## src/rtl/tctl_pkg.sv

```systemverilog
`timescale 1ns/1ps
package tctl_pkg;

  typedef enum logic [1:0] {
    TASK_COV   = 2'd0,
    TASK_SOLVE = 2'd1,
    TASK_DFT   = 2'd2,
    TASK_IDLE  = 2'd3
  } task_e;

  typedef struct packed {
    logic       load;
    task_e      tsk;
    logic [1:0] mode;
    logic       zero_op;
    logic       start;
    logic       blk_end;
    logic       set_end;
  } ctl_t;

endpackage

```

## src/rtl/tctl_wrap_cnt.sv

```systemverilog
`timescale 1ns/1ps
// Modulo counter with a runtime limit; reports the wrap and its next value.
module tctl_wrap_cnt #(
  parameter int W = 4
) (
  input  logic         clk,
  input  logic         rst,
  input  logic         step,
  input  logic [W-1:0] limit,
  output logic [W-1:0] q,
  output logic [W-1:0] nxt,
  output logic         wrap
);

  always_comb begin
    wrap = step && (q >= limit);
    nxt  = q;
    if (step) nxt = wrap ? '0 : q + 1'b1;
  end

  always_ff @(posedge clk) begin
    if (rst) q <= '0;
    else     q <= nxt;
  end

endmodule

```

## src/rtl/tctl_decode.sv

```systemverilog
`timescale 1ns/1ps
// Registered decode of the next counter state, so outputs line up with counts.
module tctl_decode
  import tctl_pkg::*;
#(
  parameter int SLOTS      = 13,
  parameter int BITS       = 24,
  parameter int WORD_W     = 8,
  parameter int COV_LAST   = 4,
  parameter int SOLVE_SLOT = 5,
  parameter int DFT_LAST   = 9,
  parameter int SLOT_W     = $clog2(SLOTS),
  parameter int BIT_W      = $clog2(BITS)
) (
  input  logic              clk,
  input  logic              rst,
  input  logic [SLOT_W-1:0] slot_nxt,
  input  logic [BIT_W-1:0]  bit_nxt,
  input  logic [WORD_W-1:0] word_nxt,
  input  logic [WORD_W-1:0] n_sets,
  output ctl_t              ctl_q
);

  localparam int HALF = BITS / 2;

  function automatic ctl_t dec(input logic [SLOT_W-1:0] s,
                               input logic [BIT_W-1:0]  b,
                               input logic [WORD_W-1:0] w,
                               input logic [WORD_W-1:0] n);
    ctl_t c;
    c = '0;
    c.load = (b < BIT_W'(HALF));
    if (s <= SLOT_W'(COV_LAST))        c.tsk = TASK_COV;
    else if (s == SLOT_W'(SOLVE_SLOT)) c.tsk = TASK_SOLVE;
    else if (s <= SLOT_W'(DFT_LAST))   c.tsk = TASK_DFT;
    else                               c.tsk = TASK_IDLE;
    if (c.tsk == TASK_SOLVE) c.mode = w[0] ? 2'b10 : 2'b01;
    c.zero_op = (c.tsk == TASK_IDLE);
    c.blk_end = (s == SLOT_W'(SLOTS - 1)) && (b == BIT_W'(BITS - 1));
    c.set_end = c.blk_end && (w >= n);
    c.start   = (b == '0) &&
                ((c.tsk == TASK_SOLVE) || ((c.tsk != TASK_IDLE) && (w == '0)));
    return c;
  endfunction

  always_ff @(posedge clk) begin
    if (rst) ctl_q <= dec('0, '0, '0, n_sets);
    else     ctl_q <= dec(slot_nxt, bit_nxt, word_nxt, n_sets);
  end

endmodule

```

## src/rtl/tctl_timing.sv

```systemverilog
`timescale 1ns/1ps
module tctl_timing
  import tctl_pkg::*;
#(
  parameter int SLOTS      = 13,
  parameter int BITS       = 24,
  parameter int WORD_W     = 8,
  parameter int COV_LAST   = 4,
  parameter int SOLVE_SLOT = 5,
  parameter int DFT_LAST   = 9
) (
  input  logic                       clk,
  input  logic                       rst,
  input  logic                       en_i,
  input  logic [WORD_W-1:0]          n_sets_i,
  output logic [$clog2(SLOTS)-1:0]   slot_o,
  output logic [$clog2(BITS)-1:0]    bit_o,
  output logic [WORD_W-1:0]          word_o,
  output logic                       load_o,
  output logic [1:0]                 task_o,
  output logic [1:0]                 mode_o,
  output logic                       zero_op_o,
  output logic                       start_o,
  output logic                       blk_end_o,
  output logic                       set_end_o
);

  localparam int SLOT_W = $clog2(SLOTS);
  localparam int BIT_W  = $clog2(BITS);
  localparam int HALF   = BITS / 2;

  logic [SLOT_W-1:0] slot_q, slot_nxt;
  logic [BIT_W-1:0]  bit_q, bit_nxt;
  logic [WORD_W-1:0] word_q, word_nxt;
  logic              slot_wrap, bit_wrap, word_wrap;
  ctl_t              ctl;

  tctl_wrap_cnt #(.W(SLOT_W)) slot_cnt_i (
    .clk(clk), .rst(rst), .step(en_i), .limit(SLOT_W'(SLOTS - 1)),
    .q(slot_q), .nxt(slot_nxt), .wrap(slot_wrap)
  );

  tctl_wrap_cnt #(.W(BIT_W)) bit_cnt_i (
    .clk(clk), .rst(rst), .step(slot_wrap), .limit(BIT_W'(BITS - 1)),
    .q(bit_q), .nxt(bit_nxt), .wrap(bit_wrap)
  );

  tctl_wrap_cnt #(.W(WORD_W)) word_cnt_i (
    .clk(clk), .rst(rst), .step(bit_wrap), .limit(n_sets_i),
    .q(word_q), .nxt(word_nxt), .wrap(word_wrap)
  );

  tctl_decode #(
    .SLOTS(SLOTS), .BITS(BITS), .WORD_W(WORD_W), .COV_LAST(COV_LAST),
    .SOLVE_SLOT(SOLVE_SLOT), .DFT_LAST(DFT_LAST)
  ) decode_i (
    .clk(clk), .rst(rst), .slot_nxt(slot_nxt), .bit_nxt(bit_nxt),
    .word_nxt(word_nxt), .n_sets(n_sets_i), .ctl_q(ctl)
  );

  assign slot_o    = slot_q;
  assign bit_o     = bit_q;
  assign word_o    = word_q;
  assign load_o    = ctl.load;
  assign task_o    = ctl.tsk;
  assign mode_o    = ctl.mode;
  assign zero_op_o = ctl.zero_op;
  assign start_o   = ctl.start;
  assign blk_end_o = ctl.blk_end;
  assign set_end_o = ctl.set_end;

  // Slot sweep: one step per enabled edge.
  assert_slot_step_R2: assert property (@(posedge clk) disable iff (rst)
    en_i |=> slot_o == (($past(slot_o) == SLOT_W'(SLOTS - 1)) ? '0 : $past(slot_o) + 1'b1));

  // Bit position holds until the slot sweep completes.
  assert_bit_hold_R3: assert property (@(posedge clk) disable iff (rst)
    (en_i && slot_o != SLOT_W'(SLOTS - 1)) |=> $stable(bit_o));

  // Stall freezes counts and strobes.
  assert_stall_hold_R5: assert property (@(posedge clk) disable iff (rst)
    !en_i |=> ($stable(slot_o) && $stable(bit_o) && $stable(word_o) &&
               $stable(start_o) && $stable(mode_o)));

  // Load/operate phase follows the registered bit count.
  assert_load_phase_R6: assert property (@(posedge clk) disable iff (rst)
    load_o == (bit_o < BIT_W'(HALF)));

  // Idle slots carry a benign mode.
  assert_idle_mode_R9: assert property (@(posedge clk) disable iff (rst)
    zero_op_o |-> (mode_o == 2'b00 && task_o == 2'd3));

  // Block end is followed by the start of a new block.
  assert_blk_wrap_R10: assert property (@(posedge clk) disable iff (rst)
    (blk_end_o && en_i) |=> (slot_o == '0 && bit_o == '0));

  // Set end is followed by block set 0.
  assert_set_wrap_R11: assert property (@(posedge clk) disable iff (rst)
    (set_end_o && en_i) |=> word_o == '0);

  // Task starts only at bit position 0.
  assert_start_bit0_R12: assert property (@(posedge clk) disable iff (rst)
    start_o |-> bit_o == '0);

endmodule

```

## config.mk

```make
export PLATFORM = sky130hd
export DESIGN_NAME = tctl_timing
export DESIGN_NICKNAME = d
export VERILOG_FILES = /design/src/rtl/tctl_pkg.sv /design/src/rtl/tctl_wrap_cnt.sv /design/src/rtl/tctl_decode.sv /design/src/rtl/tctl_timing.sv
export SDC_FILE = /design/constraint.sdc
export NUM_CORES = 1
export LEC_CHECK = 0
export ABC_AREA = 1
export CORE_AREA = 2 2 79 81
export DETAILED_ROUTE_END_ITERATION = 7
export DIE_AREA = 0 0 81 83
export PLACE_DENSITY = 0.49
export SYNTH_ARGS = -nofsm -noshare
export SYNTH_HDL_FRONTEND = slang
export SYNTH_SLANG_ARGS = --single-unit
```

## constraint.sdc

```tcl
create_clock -name clk -period 6.07 [get_ports clk]
set_input_delay 1.214 -clock clk [delete_from_list [all_inputs] [get_ports clk]]
set_output_delay 1.214 -clock clk [all_outputs]
set_load 0.05 [all_outputs]
```

==> results of run 1 <==
==> power by group through the flow <==
stage | clock [mW] | sequential, mW | combinational (mW)
5_1_grt | 0.124 | 0.173 | 0.0377
4_1_cts | 0.120 | 0.173 | 0.0336
3_5_place_dp | 0 | 0.177 | 0.0334
3_3_place_gp | 0 | 0.177 | 0.0335
2_1_floorplan | 0 | 0.182 | 0.0153
6_report | 0.114 | 0.173 | 0.0331
==> layout make-up <==
type	count	area (µm²)	share of cell area [%]
sequential	26	520.5	24.53
multi-input combinational	168	927.1	43.69
timing repair buffer	36	360.3	16.98
inverter	44	165.2	7.783
tap	75	93.84	4.422
clock buffer	4	55.05	2.594
==> per-layer routing <==
layer	GRT usage, %	share of wire, %
met2	19.46	44
met5	0	0
met1	16.29	51
met3	2.283	3.8
met4	2.465	1.2
==> tightest hold or removal path: cells and delay by family (launching register included) <==
kind	cells	cell delay [ps]
and+or+nand+nor	1	100
AOI/OAI and AO/OA	1	70
DFF	1	360
==> cells in the final DEF, fill, tap and decap left out <==
master           count
nand2_4              1
nand3b_1             1
a21oi_2              1
nor2_4               1
o21ai_0              9
o21ai_1              2
clkdlybuf4s50_1     36
a21oi_1             11
nand2_1             51
nand2_2              1
nand3_1             20
nor2_1              37
a31oi_1              2
dfxtp_1             26
a21o_1               2
nor4_1               1
nand4_1              5
nor2_8               1
nor3_1               2
inv_2                1
ha_1                19
inv_1               43
clkbuf_8             4
a41oi_1              1
==> cell families after synthesis <==
kind of cell,count (synthesis),synth area share (%)
AO/OA/AOI/OAI,28,9.509
adder cells (fa/ha/maj),19,14.57
buffers and inverters,47,11.27
flip-flops,26,31.90
AND/OR/NAND/NOR,121,32.75
==> worst min-delay path by stage <==
stage / depth (start not counted) / startpoint / to / slack [ps]
2_1_floorplan: 2 / word_cnt_i.q[0]$_SDFF_PP0_ / decode_i.ctl_q[4]$_SDFF_PP0_ / 740
3_3_place_gp: 2 / word_cnt_i.q[0]$_SDFF_PP0_ / decode_i.ctl_q[4]$_SDFF_PP0_ / 560
3_5_place_dp: 2 / word_cnt_i.q[0]$_SDFF_PP0_ / decode_i.ctl_q[4]$_SDFF_PP0_ / 550
4_1_cts: 2 / word_cnt_i.q[0]$_SDFF_PP0_ / decode_i.ctl_q[4]$_SDFF_PP0_ / 570
5_1_grt: 2 / word_cnt_i.q[0]$_SDFF_PP0_ / decode_i.ctl_q[4]$_SDFF_PP0_ / 600
6_report: 2 / word_cnt_i.q[0]$_SDFF_PP0_ / decode_i.ctl_q[4]$_SDFF_PP0_ / 570
==> state kept, by name (all words and copies together), names as in the netlist <==
register	count
bit_cnt_i.q	5
decode_i.ctl_q	9
slot_cnt_i.q	4
word_cnt_i.q	8
==> results.toml, run 1 <==
[placement]
portBuffers = 36
gp_congestion = 0.7769
placed_cell_area_um2 = 2067
placedCellCount = 349
pre_cts_slack_ps = 2209
hpwl_mm = 3.015

[timing]
tightest_slew_ps = 778.0
setup_slack_ps = 2479
setup_viol = 0
finalCritPeriodShare_pct = 59.16
max_slew_margin_pct = 47.97
hold_viol = 0
fin_crit_ps = 3591
rsz0062_at_grt = "no"
skew_ps = 4.945
slew_violations = 0
tns_ps = 0
hold_ws_ps = 568.7
fmax_ghz = 0.2785

[critical_path]
critPathTopFamily = "simple AND/OR/NAND/NOR gates"
worst-path-stages = 13
cpMostUsedCell = "a21oi_1"
cp.arrival_ps = 3760
crit_fanout = 15
crit_start = "en_i"
regToRegSetupSlack_ps = 3610
crit_chain = "clkdlybuf4s50_1 -> nand2_2 -> nor2_8 -> nand2_4 -> nor2_4 -> nand2_1 -> nand3_1 -> inv_1 -> ha_1 -> a21oi_1 -> o21ai_0 -> a41oi_1 -> a21oi_1"
setup.worst_path.start_class = "input port"
slowest_delay_ps = 610
cp_num_buf_inv = 2
timing.rr.start = "bit_cnt_i.q[1]$_SDFF_PP0_"
critPathSlowestCell = "clkdlybuf4s50_1"
r2r_end = "decode_i.ctl_q[0]$_SDFF_PP0_"
crit_end = "decode_i.ctl_q[0]$_SDFF_PP0_"
reg2regPathDepth = 13
worstPathRequired_ps = 6240
crit_type = "input port to flop"
worstSetupEndpointType = "flop"

[status]
status = "finished clean"

[power_and_ir_drop]
power.clock.fraction_pct = 35.6
p_per_area_nw_per_um2 = 150.9
p_sw_mw = 0.07672
p_comb_share_pct = 10.3
p_int_mw = 0.2435
p_leak_nw = 1.074
swShare_pct = 23.96
pwr-share-seq_pct = 54.1
total_power_mw = 0.3203
ir_drop_mv = 0.1225

[yosys]
yosys-top-cells-count = "nand2_1, inv_1, nor2_1"
yosysWarnings = 0
synth_top_area_share_pct = 31.90
seq_area_frac_synth_pct = 31.90
synth-seq-cells = 26
synth_cell_types = 24
synth_cells = 241
synth_ff_type = "dfxtp_1"
synth_area_um2 = 1632
synth_top_area_cell = "dfxtp_1"
syn-num-nets = 271
async_flop_share_pct = 0
synth-edff-count = 0
synth_area_leaders = "dfxtp_1, ha_1, nand2_1, inv_1, nor2_1"
syn-mean-instance-area_um2 = 6.770
yosysMostFrequentCell = "nand2_1"

[route]
routed_wl_mm = 3.764
final_antenna_net_count = 0
drc_errors = 0
dr_total_vias = 1524
dr.pass1.iters = 4
avgViaCountPerCell = 4.317
first_iter_violations = 68
wl_per_cell_um = 10.66

[global_routing]
grt_start_max_net_pins = 22
grt_pass1_vias = 1478
antenna_found_initial = 0
grt_pass1_wl_mm = 6.555
grt-ovfl-total = 0
grt.total_usage_pct = 11.95

[floorplanning]
core-area_um2 = 5816
pin_count = 37
initial_core_util_pct = 28.06
die_w_um = 81
dieArea_um2 = 6723
die_y_um = 83
row_count = 28

[finish]
nets = 309
n_fill_cell = 664
syn2layout_area_growth_pct = 30.06
diodes = 0
fin_area_um2 = 2122
drive_above_1_share_pct = 3.597
final_cells = 353
post-route-util_pct = 36.49

[job]
drv_cap = 0

[clocking]
clk_pin_slew_ps = 90
ctsResizeCount = 0
post-cts-setup-buffer-count = 0
clk_path_buf_depth = 2
cts_sinks = 26
htreeDepth = 1
clk_latency_ps = 270
cts_tree = "built"
numCtsBuffers = 3
holdBufCountCts = 0
clockRootBuffer = "clkbuf_8"

[worst_hold_path]
hp-class = "flop to flop"
Note: power is estimated with default switching activity, not from simulation.
==> run 2, diff against run 1 <==
==> constraint.sdc (replaced) <==
create_clock -name clk -period 3.4 [get_ports clk]
set_input_delay 0.68 -clock clk [delete_from_list [all_inputs] [get_ports clk]]
set_output_delay 0.68 -clock clk [all_outputs]
set_load 0.05 [all_outputs]
==> results.toml, run 2 (synthesis results as in run 1) <==
[placement]
portBuffers = 36
placedCellCount = 352
pre_cts_slack_ps = 147.1
gp_congestion = 0.7975
placed_cell_area_um2 = 2090
hpwl_mm = 3.116

[power_and_ir_drop]
total_power_mw = 0.6255
ir_drop_mv = 0.1766
p_leak_nw = 1.096
p_per_area_nw_per_um2 = 289.5

[timing]
tns_ps = 0
setup_viol = 0
rsz0062_at_grt = "no"
tightest_slew_ps = 505.0
fin_crit_ps = 2975
hold_viol = 0
skew_ps = 5.031
setup_slack_ps = 425.3
finalCritPeriodShare_pct = 87.49
fmax_ghz = 0.3362
slew_violations = 0
max_slew_margin_pct = 66.23
hold_ws_ps = 573.0

[finish]
syn2layout_area_growth_pct = 32.44
multiInputGateArea_um2 = 927.1
reg_top3 = "decode_i.ctl_q (9), word_cnt_i.q (8), bit_cnt_i.q (5)"
final_cells = 356
drive_above_1_share_pct = 4.626
post-route-util_pct = 37.16
fin_area_um2 = 2161
largest_reg_flops = 9
diodes = 0
layout_common_cells = "nand2_1, inv_1, nor2_1"
n_fill_cell = 641
nets = 312
max_flop_register = "decode_i.ctl_q"
final_common_cell = "nand2_1"
seqCellArea_um2 = 520.5

[floorplanning]
core-area_um2 = 5816
dieArea_um2 = 6723
pin_count = 37
die_y_um = 83
die_w_um = 81
row_count = 28
initial_core_util_pct = 28.06

[clocking]
post-cts-setup-buffer-count = 0
ctsResizeCount = 0
holdBufCountCts = 0
htreeDepth = 1
clk_pin_slew_ps = 90
cts_tree = "built"
numCtsBuffers = 3
cts_sinks = 26
clk_latency_ps = 270
clockRootBuffer = "clkbuf_8"
clk_path_buf_depth = 2

[route]
dr.pass1.iters = 4
final_antenna_net_count = 0
wl_per_cell_um = 10.87
dr_total_vias = 1574
avgViaCountPerCell = 4.421
drc_errors = 0
first_iter_violations = 103
routed_wl_mm = 3.870

[worst_hold_path]
hp-start = "word_cnt_i.q[0]$_SDFF_PP0_"
hp-class = "flop to flop"

[global_routing]
grt_pass1_wl_mm = 6.693
grt-ovfl-total = 0
grt_pass1_vias = 1446
grt_start_max_net_pins = 22
grt.total_usage_pct = 12.37
antenna_found_initial = 0

[critical_path]
slowest_delay_ps = 610
worstSetupEndpointType = "flop"
timing.rr.start = "word_cnt_i.q[0]$_SDFF_PP0_"
crit_start = "en_i"
cpMostUsedCell = "a21oi_1"
worstPathRequired_ps = 3560
critPathSlowestCell = "clkdlybuf4s50_1"
crit_chain = "clkdlybuf4s50_1 -> nand2_2 -> nor2_8 -> nand2_4 -> nor2_4 -> buf_4 -> nand3b_1 -> nand2_1 -> nand3_1 -> inv_1 -> ha_1 -> a21oi_1 -> o21ai_0 -> a41oi_1 -> a21oi_1"
crit_fanout = 9
cp.arrival_ps = 3140
setup.worst_path.start_class = "input port"
cp_num_buf_inv = 3
crit_type = "input port to flop"
critPathTopFamily = "buffers and inverters"

[job]
drv_cap = 0

[status]
status = "finished clean"
[run 2: cell types whose count changed in the layout (fill, tap and decap cells not counted)]
cell | before | now
clkbuf_8 | 4 | 3
bufinv_16 | 0 | 1
buf_4 | 0 | 3
[run 2: worst register-to-register path: cells and delay by family, from the launching register on]
| kind | cells | cell delay (ps) |
|---|---|---|
| AO/OA/AOI/OAI | 4 | 510 |
| adder cells (fa/ha/maj) | 2 | 530 |
| buffers and inverters | 2 | 190 |
| flip-flops | 1 | 410 |
| AND/OR/NAND/NOR | 8 | 740 |
[run 2: layout make-up]
type                            instances  share of cell area, %
Timing Repair Buffer                   39                  17.72
Tap cell                               75                  4.343
Clock inverter                          1                  1.390
Inverter                               44                  7.643
Multi-Input combinational cell        168                  42.91
Sequential cell                        26                  24.09
Clock buffer                            3                  1.911
[run 2: power breakdown]
part | internal (mW) | switching, mW | total [mW]
combinational | 0.0252 | 0.0344 | 0.0595
sequential | 0.307 | 0.00241 | 0.309
clock | 0.157 | 0.0993 | 0.257
[run 2: layer usage]
layer	vias to the layer above	track usage [%]	part of all wire [%]
met5	-	0	0
met3	2	2.935	4.3
met2	29	19.23	45
li1	851	-	-
met1	692	17.60	51
met4	0	1.849	0.49
[run 2: path summary, 6_finish.rpt]
path                                                      to  slack (ps)  depth (start not counted)
worst max-delay path            decode_i.ctl_q[0]$_SDFF_PP0_         430                         15
worst min-delay path            decode_i.ctl_q[4]$_SDFF_PP0_         570                          2
worst max register to register  decode_i.ctl_q[0]$_SDFF_PP0_         930                         16
worst min register to register  decode_i.ctl_q[4]$_SDFF_PP0_         570                          2
